### src/rtl/wpair_pkg.sv
package wpair_pkg;
  localparam int WPAIR_W = 12;

  // registered drive flags, one per port segment
  typedef struct packed {
    logic a;
    logic b1;
    logic b2;
  } wpair_oe_t;

  localparam wpair_oe_t WPAIR_OE_OFF = '{a: 1'b0, b1: 1'b0, b2: 1'b0};
endpackage

### src/rtl/wpair_half_reg.sv
module wpair_half_reg #(
  parameter int W = 12
) (
  input  logic         clk,
  input  logic         rst,
  input  logic         ld,
  input  logic [W-1:0] d,
  output logic [W-1:0] q
);
  always_ff @(posedge clk) begin
    if (rst)     q <= '0;
    else if (ld) q <= d;
  end
endmodule

### src/rtl/wpair_ret_reg.sv
module wpair_ret_reg #(
  parameter int W = 12
) (
  input  logic         clk,
  input  logic         rst,
  input  logic         pick_hi,
  input  logic [W-1:0] d_hi,
  input  logic [W-1:0] d_lo,
  output logic [W-1:0] q
);
  logic [W-1:0] nxt;

  always_comb nxt = pick_hi ? d_hi : d_lo;

  always_ff @(posedge clk) begin
    if (rst) q <= '0;
    else     q <= nxt;
  end
endmodule

### src/rtl/wpair_oe_reg.sv
module wpair_oe_reg
  import wpair_pkg::*;
(
  input  logic      clk,
  input  logic      rst,
  input  wpair_oe_t en_n,
  output wpair_oe_t oe
);
  always_ff @(posedge clk) begin
    if (rst) oe <= WPAIR_OE_OFF;
    else     oe <= ~en_n;
  end
endmodule

### src/rtl/wpair_xcvr.sv
module wpair_xcvr
  import wpair_pkg::*;
#(
  parameter int W = WPAIR_W
) (
  input  logic         clk,
  input  logic         rst,
  input  logic [W-1:0] a_in,
  input  logic [W-1:0] b1_in,
  input  logic [W-1:0] b2_in,
  input  logic         cken1_n,
  input  logic         cken2_n,
  input  logic         sel,
  input  logic         oea_n,
  input  logic         oeb1_n,
  input  logic         oeb2_n,
  output logic [W-1:0] a_out,
  output logic         a_oe,
  output logic [W-1:0] b1_out,
  output logic         b1_oe,
  output logic [W-1:0] b2_out,
  output logic         b2_oe
);
  localparam int NH = 2;

  logic [NH-1:0]        half_ld;
  logic [NH-1:0][W-1:0] half_q;
  wpair_oe_t            oe_n_d;
  wpair_oe_t            oe_q;

  assign half_ld = {~cken2_n, ~cken1_n};

  // one capture register per wide-port half, all fed from the narrow port
  for (genvar g = 0; g < NH; g++) begin : g_half
    wpair_half_reg #(.W(W)) u_half (
      .clk (clk),
      .rst (rst),
      .ld  (half_ld[g]),
      .d   (a_in),
      .q   (half_q[g])
    );
  end

  assign b1_out = half_q[0];
  assign b2_out = half_q[1];

  wpair_ret_reg #(.W(W)) u_ret (
    .clk     (clk),
    .rst     (rst),
    .pick_hi (sel),
    .d_hi    (b1_in),
    .d_lo    (b2_in),
    .q       (a_out)
  );

  assign oe_n_d = '{a: oea_n, b1: oeb1_n, b2: oeb2_n};

  wpair_oe_reg u_oe (
    .clk  (clk),
    .rst  (rst),
    .en_n (oe_n_d),
    .oe   (oe_q)
  );

  assign a_oe  = oe_q.a;
  assign b1_oe = oe_q.b1;
  assign b2_oe = oe_q.b2;
endmodule

### config.mk
export PLATFORM = sky130hd
export DESIGN_NAME = wpair_xcvr
export DESIGN_NICKNAME = d
export VERILOG_FILES = /design/src/rtl/wpair_pkg.sv /design/src/rtl/wpair_half_reg.sv /design/src/rtl/wpair_ret_reg.sv /design/src/rtl/wpair_oe_reg.sv /design/src/rtl/wpair_xcvr.sv
export SDC_FILE = /design/constraint.sdc
export NUM_CORES = 1
export LEC_CHECK = 0
export ABC_CLOCK_PERIOD_IN_PS = 1100
export BUFFER_PORTS_ARGS = -buffer_cell sky130_fd_sc_hd__buf_2
export CORE_MARGIN = 2
export CORE_UTILIZATION = 41
export DETAILED_ROUTE_END_ITERATION = 7
export GPL_ROUTABILITY_DRIVEN = 0
export PLACE_DENSITY = 0.87
export SYNTH_ARGS = -nofsm -noshare
export SYNTH_HDL_FRONTEND = slang
export SYNTH_SLANG_ARGS = --single-unit
### constraint.sdc
create_clock -name clk -period 1.1 [get_ports clk]
set_clock_uncertainty 0.2 [all_clocks]
set_input_delay 0 -clock clk [delete_from_list [all_inputs] [get_ports clk]]
set_output_delay 0 -clock clk [all_outputs]
set_load 0.01 [all_outputs]
==> summary by stage <==
Setup path
For this design, the slowest cell found on the critical path is dlygate4sd3_1. The element type at the critical path end is a flop. The top fanout value on the critical path is 12. The required time of the critical path is 1.13 ns. The start point of the critical path is sel. The signal on the critical path passes through dlygate4sd3_1 -> buf_6 -> mux2i_1 -> nor2_1.

The start-to-end type of the worst setup path is in2reg. STA classifies the critical path startpoint as an input port. In this run the critical register-to-register path is launched from g_half[0].u_half.q[7]$_SDFFE_PP0N_.

The largest incremental delay on the critical path is 0.56 ns. The data arrival time of the worst path is 1.12 ns.

Logic synthesis
The number of different library cells in the post-synthesis netlist is 6. In the synthesized netlist the async set-or-reset flop fraction comes to 0%. In this run, synthesis inferred 0 flip-flops with an integrated enable. The top cell type's share of synthesized area is 58.3%.

The adder and majority gate portion of the synthesized area is 0%. The share of synthesized cell area in and, or, nand and nor gates is 10.9%. In this run, synthesis produced a sequential element count of 39. The netlist area before placement is 0.00134 mm^2.

The post-synthesis cell count is 121. By count the netlist is led by dfxtp_1, nor2_1, mux2i_1. After synthesis, flip-flops and latches occupy 58.3% of the total area. By area, the combinational part of the netlist is dominated by multiplexers.

The total nets after synthesis is 165. Yosys attributes the largest share of cell area to dfxtp_1, mux2i_1, nor2_1. The warning count from the yosys run is 0. dfxtp_1 takes more of the synthesized area than any other cell.

The portion of netlist area occupied by mux cells is 26.9%. The area share of xor/xnor cells in the synthesized design is 0%. The synthesized-area fraction occupied by ao, oa, aoi and oai cells is 0%.

Averaged over all synthesized cells, the footprint is 11.1 um^2. The prevailing post-synth register cell is dfxtp_1.

Die
The die is 61.2 um tall. From left edge to right edge, the die measures 61.2 um. For this configuration, the core starts out at a cell density of 43.5%.

The row count is 20. During I/O placement, the number of pins put on the boundary was 83. The area enclosed by the die boundary is 0.00374 mm^2. In this run the standard cell core region covers 0.00308 mm^2.

Place
The number of placed instances, taps included, is 241. The post-place setup slack is 0.138 ns. The estimated wirelength of the detail-placed design is 2110 um.

The port buffer count is 82. The standard cell area after detailed placement is 0.00177 mm^2.

Final layout
Compared with the post-synthesis result, the final layout area differs by 68.5%. In the final layout, the multi-input gates occupy 507 um^2. The post-layout instance count excluding filler cells is 290. The cell area after layout is 0.00226 mm^2. The layout net count is 289.

The share of final-layout standard cells stronger than drive strength 1 is 36.6%. The sequential cells in the finished layout cover a total of 781 um^2. The count of inserted antenna diode cells is 0.

The filler cells instantiated in the layout total 204.

GRT
The global-route wire length before repair is 6570 um. The initial antenna violation count is 0. The remaining global-route overflow is 0. Entering global routing, the biggest net connects 29 pins. Global routing used 25.2% of the available tracks across all layers.

The via count of the first global-routing pass is 1420.

CTS
The total CTS buffers is 5. For this design, the CTS-stage hold fixing added 41 buffers. In this run the number of H-tree levels came out at 2. The number of sinks on the clock net is 39. Once the clock tree was built, the setup fixing pass inserted 0 buffers. The root buffer selected by CTS is clkbuf_4. The clock latency of the later-clocked register in the worst-skew pair is 0.35 ns. The clock tree from TritonCTS is done. After clock tree synthesis, the clock-pin slew on the worst setup and hold paths is 0.12 ns. The maximum buffer depth of the clock tree is 2.

Timing
The final setup TNS is 0 ns. The final clock period utilization by the worst path is 98.8%. Setup violations remaining at the end of the flow were counted as 0. Counting I/O delays and the setup requirement, the final critical path takes 1.09 ns. Setup repair after global routing left no endpoint under its margin.

The final count of hold timing violations is 24. The maximum achievable frequency is 920 MHz. Once routing completed, OpenROAD measured the worst setup slack at 0.0129 ns. The total count of max-transition violations in the final report is 0. The slew at the pin with the worst max-slew slack is 0.372 ns.

The worst pin sits at a relative slew slack of 75.2%. Across all hold checks on the routed design, the worst slack comes to -0.0727 ns.

Power
The net switching share of the total power is 24.8%. For this design the total switching power over the nets is 0.717 mW. The internal power of the cells totals 2.17 mW. The clock network fraction of design power is 28.4%. The static leakage power is 1.19 nW. The combinational cell fraction of total power is 18.6%. In this run the power density over the cells is 1280 mW/mm^2. The peak supply drop is 829 uV. The share of power burned in registers is 53.1%.

Detailed routing
The DRC violation count after routing is 0. The total routed wirelength is 4190 um. The number of nets still failing antenna checks after routing is 0. The detailed router placed 1360 vias in this run. The first-pass detailed-route iteration total is 4. Using the TritonRoute via totals, the vias-per-cell ratio works out to 4.69. The DRC violation total after the first TritonRoute iteration is 36.

The average wire length per cell after detail routing is 14.5 um.

Outcome
The flow ran to the end, but the final reports show violations. The checks that failed: negative hold slack.

Job
Max-cap violations in this run came to 0.

Hold path
The beginning of the worst hold path is cken1_n. The kind of path behind the tightest hold check is in2reg.
metrics by stage:
stage                     power (mW)  utilization, %
after floorplan                 1.77               -
after global placement          1.95            57.6
after detailed placement        1.96            57.6
after CTS                       2.87            73.2
after global routing            3.05            73.4
final                           2.88            73.4
cells in the final DEF, fill, tap and decap left out:
| master | Yosys | routed |
|---|---|---|
| buf_12 | 0 | 1 |
| buf_2 | 3 | 81 |
| buf_6 | 3 | 1 |
| clkbuf_1 | 1 | 1 |
| clkbuf_4 | 0 | 5 |
| clkbuf_8 | 0 | 2 |
| dfxtp_1 | 39 | 39 |
| dlygate4sd3_1 | 0 | 41 |
| mux2i_1 | 36 | 36 |
| nor2_1 | 39 | 39 |
final cells by class:
class,instances,share of cell area (%)
timing repair buffer,124,37.5
sequential,39,34.6
multi-input combinational,75,22.4
clock buffer,8,3.05
tap,44,2.44
power groups by stage:
stage               logic [mW]  clock network, mW  registers, mW
finish                   0.536              0.818           1.53
global route             0.584              0.925           1.54
CTS                      0.508              0.836           1.53
detailed placement       0.397                  0           1.56
global placement         0.389                  0           1.56
floorplan                0.162                  0           1.61
path summary, 6_finish.rpt:
path,to,slack [ns],cells past startpoint
setup reg to reg,g_half[0].u_half.q[7]$_SDFFE_PP0N_,0.28,2
hold reg to reg,g_half[1].u_half.q[5]$_SDFFE_PP0N_,0.30,2
hold / removal,g_half[0].u_half.q[11]$_SDFFE_PP0N_,-0.07,3
setup / recovery,u_ret.q[5]$_SDFF_PP0_,0.01,4
registers in the layout, summed over array words and instances (netlist names):
register	count
g_half.u_half.q	24
u_oe.oe	3
u_ret.q	12
logic make-up after synthesis:
logic type,count (synthesis)
buf+inv,7
flops,39
simple gates,39
mux,36
what timing repair did:
action                                  CTS  global route
hold endpoints to repair                 39            22
gates resized for setup                   0             3
endpoints found under the setup margin    0            12
worst max-delay path, delay by kind of cell:
family	cells	cell delay, ns
and+or+nand+nor	1	0.07
muxes	1	0.29
buffers and inverters	2	0.76
metal layers:
metal  vias up  part of all wire [%]  GRT usage, %
met5         -                     0             0
li1        646                     -             -
met1       612                    43          30.3
met4         0                   2.4          9.94
met2        91                    40          38.0
met3        11                    15          13.2
Note: power is estimated with default switching activity, not from simulation.
